$ cat src/rtl/cmp_cc_pkg.sv
package cmp_cc_pkg;

  // Flag word layout, msb first: overflow, sign, zero, aux, parity, carry
  typedef struct packed {
    logic of;
    logic sf;
    logic zf;
    logic af;
    logic pf;
    logic cf;
  } cmp_flags_t;

  localparam int FLAG_W = $bits(cmp_flags_t);
  localparam int CC_W   = 4;

  // Even codes are base tests; the following odd code inverts them
  typedef enum logic [CC_W-1:0] {
    CC_OVF    = 4'd0,  CC_NOVF  = 4'd1,
    CC_BELOW  = 4'd2,  CC_NBELOW = 4'd3,
    CC_EQ     = 4'd4,  CC_NE    = 4'd5,
    CC_BE     = 4'd6,  CC_ABOVE = 4'd7,
    CC_SIGN   = 4'd8,  CC_NSIGN = 4'd9,
    CC_PEVEN  = 4'd10, CC_PODD  = 4'd11,
    CC_LT     = 4'd12, CC_GE    = 4'd13,
    CC_LE     = 4'd14, CC_GT    = 4'd15
  } cc_code_t;

endpackage

$ cat src/rtl/cmp_subtractor.sv
module cmp_subtractor
  import cmp_cc_pkg::*;
#(
  parameter int WIDTH    = 16,
  parameter int PAR_BITS = 8,
  parameter int AUX_BITS = 4
) (
  input  logic [WIDTH-1:0] a_i,
  input  logic [WIDTH-1:0] b_i,
  output cmp_flags_t       flags_o
);
  localparam int MSB = WIDTH - 1;

  logic [WIDTH:0]    wide_diff;
  logic [AUX_BITS:0] nib_diff;
  logic [WIDTH-1:0]  diff;

  assign wide_diff = {1'b0, a_i} - {1'b0, b_i};
  assign nib_diff  = {1'b0, a_i[AUX_BITS-1:0]} - {1'b0, b_i[AUX_BITS-1:0]};
  assign diff      = wide_diff[WIDTH-1:0];

  always_comb begin
    flags_o.cf = wide_diff[WIDTH];
    flags_o.zf = (diff == '0);
    flags_o.sf = diff[MSB];
    flags_o.of = (a_i[MSB] ^ b_i[MSB]) & (a_i[MSB] ^ diff[MSB]);
    flags_o.af = nib_diff[AUX_BITS];
    flags_o.pf = ~^diff[PAR_BITS-1:0];
  end

endmodule

$ cat src/rtl/cmp_cond_eval.sv
module cmp_cond_eval
  import cmp_cc_pkg::*;
(
  input  cmp_flags_t       flags_i,
  input  logic [CC_W-1:0]  cc_i,
  output logic             taken_o
);
  logic base;
  logic lt;

  assign lt = flags_i.sf ^ flags_i.of;

  always_comb begin
    case (cc_code_t'({cc_i[CC_W-1:1], 1'b0}))
      CC_OVF:   base = flags_i.of;
      CC_BELOW: base = flags_i.cf;
      CC_EQ:    base = flags_i.zf;
      CC_BE:    base = flags_i.cf | flags_i.zf;
      CC_SIGN:  base = flags_i.sf;
      CC_PEVEN: base = flags_i.pf;
      CC_LT:    base = lt;
      CC_LE:    base = lt | flags_i.zf;
      default:  base = 1'b0;
    endcase
  end

  // low selector bit flips the sense of the base test
  assign taken_o = base ^ cc_i[0];

endmodule

$ cat src/rtl/cmp_cc_unit.sv
module cmp_cc_unit
  import cmp_cc_pkg::*;
#(
  parameter int WIDTH    = 16,
  parameter int PAR_BITS = 8,
  parameter int AUX_BITS = 4
) (
  input  logic              clk,
  input  logic              rst,
  input  logic              in_valid,
  input  logic [WIDTH-1:0]  opa_i,
  input  logic [WIDTH-1:0]  opb_i,
  input  logic [3:0]        cc_i,
  output logic              out_valid_o,
  output logic [5:0]        flags_o,
  output logic              taken_o
);
  localparam int MSB = WIDTH - 1;

  cmp_flags_t flags_d;
  cmp_flags_t flags_q;
  logic       taken_d;
  logic       taken_q;
  logic       valid_q;

  cmp_subtractor #(
    .WIDTH   (WIDTH),
    .PAR_BITS(PAR_BITS),
    .AUX_BITS(AUX_BITS)
  ) u_sub (
    .a_i    (opa_i),
    .b_i    (opb_i),
    .flags_o(flags_d)
  );

  cmp_cond_eval u_eval (
    .flags_i(flags_d),
    .cc_i   (cc_i),
    .taken_o(taken_d)
  );

  always_ff @(posedge clk) begin
    if (rst) begin
      valid_q <= 1'b0;
      flags_q <= '0;
      taken_q <= 1'b0;
    end else begin
      valid_q <= in_valid;
      if (in_valid) begin
        flags_q <= flags_d;
        taken_q <= taken_d;
      end
    end
  end

  assign out_valid_o = valid_q;
  assign flags_o     = flags_q;
  assign taken_o     = taken_q;


  valid_rise_chk: assert property (@(posedge clk) disable iff (rst)
    in_valid |=> out_valid_o);

  valid_idle_chk: assert property (@(posedge clk) disable iff (rst)
    !in_valid |=> !out_valid_o);

  zero_equal_chk: assert property (@(posedge clk) disable iff (rst)
    out_valid_o |-> (flags_q.zf == ($past(opa_i) == $past(opb_i))));

  carry_borrow_chk: assert property (@(posedge clk) disable iff (rst)
    out_valid_o |-> (flags_q.cf == ($past(opa_i) < $past(opb_i))));

  no_overflow_chk: assert property (@(posedge clk) disable iff (rst)
    (out_valid_o && flags_q.of) |-> ($past(opa_i[MSB]) != $past(opb_i[MSB])));

  signed_less_chk: assert property (@(posedge clk) disable iff (rst)
    (out_valid_o && ($past(cc_i) == 4'd12)) |->
      (taken_q == ($signed($past(opa_i)) < $signed($past(opb_i)))));

  hold_chk: assert property (@(posedge clk) disable iff (rst)
    !in_valid |=> ($stable(flags_q) && $stable(taken_q)));

endmodule

$ cat config.mk
export PLATFORM = sky130hd
export DESIGN_NAME = cmp_cc_unit
export DESIGN_NICKNAME = d
export VERILOG_FILES = /design/src/rtl/cmp_cc_pkg.sv /design/src/rtl/cmp_subtractor.sv /design/src/rtl/cmp_cond_eval.sv /design/src/rtl/cmp_cc_unit.sv
export SDC_FILE = /design/constraint.sdc
export NUM_CORES = 1
export LEC_CHECK = 0
export ABC_AREA = 1
export BUFFER_PORTS_ARGS = -buffer_cell sky130_fd_sc_hd__buf_2
export CELL_PAD_IN_SITES_DETAIL_PLACEMENT = 0
export CELL_PAD_IN_SITES_GLOBAL_PLACEMENT = 2
export CORE_MARGIN = 4
export CORE_UTILIZATION = 25
export CTS_CLUSTER_DIAMETER = 200
export DETAILED_ROUTE_END_ITERATION = 7
export PLACE_DENSITY_LB_ADDON = 0.1
export SETUP_SLACK_MARGIN = 0.1
export SLEW_MARGIN = 5
export SYNTH_ARGS = -nofsm -noshare
export SYNTH_HDL_FRONTEND = slang
export SYNTH_HIERARCHICAL = 1
export SYNTH_SLANG_ARGS = --single-unit
$ cat constraint.sdc
create_clock -name clk -period 3.5 [get_ports clk]
set_clock_uncertainty 0.05 [all_clocks]
set_input_delay 0 -clock clk [delete_from_list [all_inputs] [get_ports clk]]
set_output_delay 0 -clock clk [all_outputs]
set_load 0.1 [all_outputs]
==> metrics list, run 1 <==
- Result of the run: complete, no violations
- Global route total overflow: 0
* Source-to-sink clock delay at the later pin of the worst-skew pair: approximately 0.23 ns
- Total of hold buffers inserted after clock tree synthesis: 1
- During placement, the flow inserted port buffers numbering 46.
- Share of synthesized flip-flops with an asynchronous set or reset: 0%
* Fraction of post-synthesis cell area in the top cell type by area: between 20 and 25%
- STA classifies the critical path endpoint as a register.
- Clock Sinks: 8
* Synth area leaders: nand2_1, ha_1, inv_1
* Final Core Density: 32.39%
- Ratio of total power to cell area: 329.4 mW/mm²
* Final TNS setup: 0 ns
- The number of failing hold endpoints at the final stage came to 0.
- Width of the die: about 90 µm
- Of the available clock period, the critical path in the final layout requires 73.84%.
- In the synthesized netlist the dominant register cell turns out to be dfxtp_1.
* Count of filler cells inserted in the layout: ~740
- Across all setup checks in the final design, the least slack found is 0.9157 ns.
* Cts bufs inserted: 3
- The number of global-route vias before repair came to 1,613.
* Worst voltage drop across the vdd grid: 0.0002252 V
- By count the netlist is led by nand2_1, inv_1, nor2_1, ha_1, nand3_1.
- Setup violations remaining at the end of the flow were counted as 0.
- Core footprint: 0.006061 mm²
* Sort of element at the start of the critical path: primary input
- The number of setup buffers added after CTS is 0.
- Summed over all cells, the static leakage comes to 1.230 nW.
* Clock tree from TritonCTS: done
* Total via count after detailed routing: 1,693
* Count of buffering cells on the critical path with inverters included: 4
- Final hold slack: 0.06326 ns
- Largest net degree at the start of global routing: 16
* FF+latch area: approximately 160 µm²
- The cell count after synthesis came out at 289.
- In the final routed layout, each cell accounts on average for 10.37 µm.
- Number of distinct library cells after synthesis: 25
* First-pass GRT wire length: 6948 µm
- Number of flip-flops and latches in the synthesized netlist: 8
- The slowest stage of the critical path is the fa_1 cell.
- Global Route Usage Sum: 11.15%
- Net count of the mapped netlist: between 300 and 400
- After the first detailed-routing iteration, the DRC count stood at 45.
- Detailed-routing iteration count for the pre-antenna-repair pass: 4
- Initial Util: approximately a quarter
- Summed over all instances, the cell type with the most area after synthesis is nand2_1.
- The number of pins exceeding their max-slew limit in the final report came to 0.
- Once detail routing completed, the nets flagged for antenna violations numbered 0.
* Min-Delay Path Class: in -> reg
- On the worst path, the slowest cell contributes a delay of 0.42 ns.
* Layout overhead on the synthesized area: 22.77%
* Worst slack at placement: 0.6844 ns
* Routability congestion estimate from global placement: 0.8336
* Maximum fanout count along the critical path: 4
- Of the cells placed in the final design, the portion with a size suffix greater than 1 is 19.82%.
* Mean area per synthesized cell: around 5.5 µm²
- Diode insertion count for antenna repair: 0
- Die H: 87.98 µm
- The root buffer cell chosen for the clock tree is clkbuf_8.
* MaxCap Viol Count: 0
- Per-cell via count in the routed design: 4.099
- By startpoint and endpoint, the worst setup path is classified as in -> reg.
* Required time at the endpoint of the critical path: 3.62 ns
- Setup repair after global routing left no endpoint under its margin.
- After clock tree synthesis, the clock-pin slew on the worst setup and hold paths is 0.04 ns.
- Detailed placement ended at an HPWL of 3835 µm.
- Total detailed-routing wirelength: between 4000 and 5000 µm
- Area of the multi-input gates: 0.001176 mm²
- Shortest period the worst path allows: between 2 and 3 ns
* Buffer depth of the longest clock path: 2
- CP top delay family: simple AND/OR/NAND/NOR gates
- The number of antenna violations at the first check in global routing was 0.
- Yosys instantiated no cell more often than nand2_1.
- Pin slew with the least headroom to its limit: 0.4867 ns
- Most repeated library cell on the critical path: nand2_1
* Number of flops mapped to enable cells by yosys: 0
- Arr. time, crit path: 2.70 ns
- Sequential cells were found to cover approximately 10% of the synthesized design area.
- The mapped netlist covers between 0.0015 and 0.002 mm².
- The initialized floorplan defines 28 standard-cell rows.
- Worst slew slack as a fraction of its limit: 67.78%
- For this run, design rule violations remaining after detail routing come to 0.
- For this run, the number of Yosys warnings is 6.
- CTS built an H-tree with a depth of 1.
- For this run, the top clock speed supported by timing is 0.3870 GHz.
- The die covers roughly 0.0077 mm².
- Post-CTS resize count: 0
- At the end of the flow, the number of nets in the layout was 401.
- During I/O placement, the number of pins put on the boundary was 47.
## routing by layer
layer	wire length, µm	global-route usage [%]	vias up
li1	-	-	971
met1	2360	16.63	677
met2	1698	17.53	41
met3	197	0.5644	4
met4	27	2.510	0
met5	0	0	-
## power by group
part	internal (W)	switching, W
Sequential	0.000102	0.00000449
Clock	0.0000743	0.0000347
Combinational	0.000151	0.000280
## stage by stage
| stage | total power (W) | cells | area (µm²) |
|---|---|---|---|
| CTS | 0.0006587 | 413 | 1963 |
| floorplan | 0.0004484 | 289 | 1599 |
| global route | 0.0007159 | 413 | 1963 |
| detailed placement | 0.0005431 | 409 | 1912 |
| finish | 0.0006467 | 413 | 1963 |
| global placement | 0.0005467 | 409 | 1912 |
## registers in the layout, summed over array words and instances, names as in the netlist
name and count:
flags_o 6, out_valid_o 1, taken_o 1
## kinds of logic after synthesis
| logic type | share of synthesized area [%] |
|---|---|
| compound gates | 6.261 |
| xor+xnor | 6.026 |
| fa+ha+maj | 17.68 |
| buf+inv | 16.43 |
| flops | 10.02 |
| simple gates | 43.58 |
## tightest hold or removal path, stage by stage
cell,delay [ns]
buf_2,0.18
inv_1,0.08
nor2_1,0.03
## cells in the final DEF, fill, tap and decap left out
cell | synthesis | routed
nand2_1 | 94 | 94
inv_1 | 61 | 61
buf_2 | 0 | 46
nor2_1 | 33 | 33
ha_1 | 21 | 21
nand3_1 | 20 | 20
xnor2_1 | 9 | 9
dfxtp_1 | 8 | 8
a21oi_1 | 8 | 8
inv_2 | 6 | 6
nand2_2 | 5 | 5
nand4_1 | 4 | 4
clkbuf_8 | 0 | 3
nand3b_1 | 3 | 3
o21ai_1 | 2 | 2
xor2_1 | 2 | 2
nor3_1 | 2 | 2
a21oi_2 | 2 | 2
dlygate4sd3_1 | 0 | 1
o21ai_2 | 1 | 1
or2_1 | 1 | 1
and2_4 | 1 | 1
a21o_1 | 1 | 1
nor3_2 | 1 | 1
a21oi_4 | 1 | 1
nor2_2 | 1 | 1
fa_1 | 1 | 1
## worst paths after layout
| path | from | end | slack [ns] | cells past startpoint |
|---|---|---|---|---|
| max | opa_i[0] | taken_o$_SDFFE_PP0P_ | 0.92 | 27 |
| min | in_valid | out_valid_o$_SDFF_PP0_ | 0.06 | 3 |
| max reg2reg | flags_o[1]$_SDFFE_PP0P_ | flags_o[1]$_SDFFE_PP0P_ | 2.90 | 2 |
| min reg2reg | flags_o[5]$_SDFFE_PP0P_ | flags_o[5]$_SDFFE_PP0P_ | 0.41 | 2 |
## cell type report
class / instances / share of cell area, %
sequential: 8 / 8.158
tap: 75 / 4.780
timing repair buffer: 47 / 12.24
clock buffer: 3 / 2.103
inverter: 67 / 12.81
multi-input combinational: 213 / 59.91
Power figures use the tool's default switching activity.
==> run 2, diff against run 1 <==
ABC_AREA = 0   (was 1)
CORE_UTILIZATION = 24   (was 25)
clock period = 2.35 ns   (was 3.5 ns; I/O delays follow)
==> run 2 against run 1 <==
  * The run now ends with setup timing left
  * Critical path depth decreased by 8
  * Combinational power increased by 65%
  * Synthesized cell count decreased by 40%
  * Register-to-register slack got worse by 1.2 ns
==> metrics list, run 2 <==
- The root cell of the clock tree is clkbuf_8 (unchanged).
- Sw Ratio: 42.78% (was 49.37%)
* Number of flip-flops and latches in the synthesized netlist: 8 (unchanged)
- The die outline height was 81.95 µm (was 87.98 µm).
- The number of antenna violations at the first check in global routing came to 0 (unchanged).
* Placed cell count: 320 (was 409)
- Post-route cell area: 0.002048 mm² (was 0.001963 mm²)
- Routability congestion estimate from global placement: 0.8021 (was 0.8336)
* H-tree depth: 1 (unchanged)
- Final number of hold-violating endpoints: 0 (unchanged)
* First-pass GRT wire length: 5989 µm (was 6948 µm)
- Min-Delay Path Class: in -> reg (unchanged)
* Net count of the mapped netlist: 235 (was 350)
- The sequential cell fraction of total power is 15.5% (was 16.5%).
- Pin slew with the least headroom to its limit: 0.4933 ns (was 0.4867 ns)
- MaxCap Viol Count: 0 (unchanged)
- The sequential-to-total area share from yosys stat was 12.20% (was 10.02%).
- The number of antenna cells inserted is 0 (unchanged).
* Layout overhead on the synthesized area: 56.05% (was 22.77%)
- The number of enable flip-flop cells after synthesis was 0 (unchanged).
- Logic gate share of total power: 69.0% (was 66.6%)
- Vias in the first global route: 1,452 (was 1,613)
- The data arrival at the endpoint of the critical path is 2.50 ns (was 2.70 ns).
- Cell accounting for the most synthesized area: ha_1 (was nand2_1)
* Ratio of total power to cell area: 501.6 mW/mm² (was 329.4 mW/mm²)
- The final routed wire length divided by cell count is 11.00 µm (was 10.37 µm).
- Most frequently used flop master after synthesis: dfxtp_1 (unchanged)
- The setup TNS was -0.08904 ns (was 0 ns).
- The sum of net half-perimeters after detailed placement was 3117 µm (was 3835 µm).
- Crit end category: register (unchanged)
- The largest fanout on the critical path is 3 (was 4).
* Critical path origin: opa_i[0] (unchanged)
- Minimum setup slack in the final design: -0.08904 ns (was 0.9157 ns)
- Min-delay src: in_valid (unchanged)
- The quantity of I/O buffers inserted on ports came to 46 (unchanged).
* Number of ports placed on the die boundary: 47 (unchanged)
- Psw: 0.0004395 W (was 0.0003193 W)
* Width of the die: 81.95 µm (was 87.98 µm)
- The number of detailed-routing iterations run before antenna repair came to 4 (unchanged).
- Worst voltage drop across the vdd grid: 0.0004630 V (was 0.0002252 V)
* Reg2reg path depth: 2 (unchanged)
* RSZ-0062 raised after global routing: yes (was no)
- The vias after detailed routing came to 1,444 (was 1,693).
- The total congestion overflow is 0 (unchanged).
- Number of flip-flops in the largest register: 6 (unchanged)
* Final period utilization: 103.8%
* Net total in the final layout: 320 (was 401)
- Synth area leaders: ha_1, dfxtp_1, xnor2_1 (was nand2_1, ha_1, inv_1)
* Number of standard cells after synthesis: 174 (was 289)
- Clock Sinks: 8 (unchanged)
- The count of different cell masters after synthesis is 35 (was 25).
- Number of synthesis warnings: 6 (unchanged)
- Result of the run: finished, violations left (was complete, no violations)
* Internal Power: 0.0005878 W (was 0.0003274 W)
* Cell area reported after detailed placement: 0.001899 mm² (was 0.001912 mm²)
- The number of pins exceeding their max-slew limit in the final report came to 0 (unchanged).
* Leak pwr: 1.044 nW (was 1.230 nW)
* Worst slack at placement: -0.5603 ns (was 0.6844 ns)
- Non-Filler Instances: 327 (was 413)
- Most common cell after layout, fill and taps aside: buf_2 (was nand2_1)
* Remaining design rule violation count: 0 (unchanged)
- Global Route Usage Sum: 10.84% (was 11.15%)
* Post-DRT Antenna Nets: 0 (unchanged)
* DR iter-0 viols: 51 (was 45)
* Mean area per synthesized cell: 7.543 µm² (was 5.533 µm²)
- Most numerous cell types in the synthesized netlist: ha_1, inv_1, nor2_1, a21oi_1 (was nand2_1, inv_1, nor2_1, ha_1, nand3_1).
- Worst reg2reg path startpoint: flags_o[4]$_SDFFE_PP0P_ (was flags_o[1]$_SDFFE_PP0P_)
* Number of instances on the worst hold path: 2 (was 3)
* Highest-count cells in the layout ignoring fill and taps: buf_2, buf_4, inv_1 (was nand2_1, inv_1, buf_2)
- The async set or reset register ratio after synthesis came to 0% (unchanged).
- Post-synthesis instance area: 0.001313 mm² (was 0.001599 mm²)
- The pin count of the biggest net entering global routing is 9 (was 16).
* Shortest period the worst path allows: around 2.4 ns
- The number of placement rows came to 26 (was 28).
* Final hold slack: 0.09596 ns (was 0.06326 ns)
- Clock tree from TritonCTS: done (unchanged)
- The top-area cell type share of the netlist area came to 20.02% (was 22.07%).
- Sort of element at the start of the critical path: primary input (unchanged)
- The type of the worst setup path was in -> reg (unchanged).
- Core footprint: 0.005205 mm² (was 0.006061 mm²)
- Total detailed-routing wirelength: 3596 µm (was 4284 µm)
- The per-cell via count in the routed design is 4.416 (was 4.099).
- Based on the critical path, the design can be clocked at up to 0.4100 GHz.
* Die Footprint: 0.006716 mm² (was 0.007740 mm²)
- Cts bufs inserted: 3 (unchanged)
- The CTS clock-pin slew for the worst setup and hold paths is 0.04 ns (about the same).
- The endpoint required time on the critical path is 2.41 ns (was 3.62 ns).
- The headroom to the max-slew limit is 67.34% (was 67.78%).
* Register-to-register setup slack: 1.69 ns (was 2.90 ns)
- The effective utilization at floorplan came to 25.22% (was 26.38%).
- The insertion delay to the later sink of the worst-skew pair is 0.22 ns (was 0.23 ns).
- Fraction of layout instances using a drive strength above 1: 40.08% (was 19.82%)
* Buffer depth of the longest clock path: 2 (unchanged)
- Share of power burned in the clock network: 15.5% (was 16.9%)
* Setup violators final: 1 (was 0)
- Failing checks: setup timing
## run 2: cell type report
cell class	count	area, µm²
fill	585	3157
multi-input combinational	142	1139
timing repair buffer	83	529.3
sequential	8	160.2
inverter	21	91.34
tap	70	87.58
clock buffer	3	41.29
## run 2: cell families after synthesis
logic type | Yosys count | share of synthesized area (%)
buf+inv | 24 | 7.531
flops | 8 | 12.20
xor+xnor | 17 | 11.34
simple gates | 46 | 16.78
compound gates | 48 | 23.64
fa+ha+maj | 22 | 21.54
mux | 9 | 6.959
## run 2: worst max-delay path, cell delays in order
cell and delay (ns):
buf_8 0.09, inv_12 0.03, ha_4 0.14, fa_2 0.33
nand2b_4 0.16, a21oi_4 0.13, nor2_2 0.06, xor2_1 0.15
ha_2 0.18, nand4_1 0.08, nor2_1 0.10, nand4_1 0.14
nor4_4 0.31, nand2_1 0.10, o21ai_1 0.10, a221oi_2 0.09
xnor2_1 0.12, mux2i_1 0.13, nor2_1 0.05
## run 2: per-layer routing
layer	GRT usage (%)	wire length [µm]
met1	14.19	1731
met2	19.06	1720
met3	1.096	133
met4	2.326	10
met5	0	0
## run 2: final timing paths
check | end
worst max-delay path | taken_o$_SDFFE_PP0P_
worst min-delay path | out_valid_o$_SDFF_PP0_
worst max register to register | flags_o[4]$_SDFFE_PP0P_
worst min register to register | flags_o[5]$_SDFFE_PP0P_
## run 2: power groups by stage
stage               combinational, W  clock [W]  sequential, W
floorplan                   0.000347          0       0.000271
global placement            0.000686          0       0.000161
detailed placement          0.000687          0       0.000161
CTS                         0.000711   0.000166       0.000159
global route                0.000785   0.000175       0.000161
finish                      0.000709   0.000159       0.000159
## run 2: metrics by stage
step                util, %  power (W)
floorplan                 -  0.0006180
global placement      36.49  0.0008474
detailed placement    36.49  0.0008475
CTS                   39.01   0.001037
global route          39.35   0.001121
finish                39.35   0.001027
## run 2: timing repair
| item | CTS | global route |
|---|---|---|
| pin swaps | 11 | 4 |
| hold buffers | 2 | 0 |
| hold endpoints to repair | 7 | 0 |
| buffers inserted | 2 | 1 |
| resized for setup | 9 | 5 |
| setup endpoints to repair | 2 | 2 |
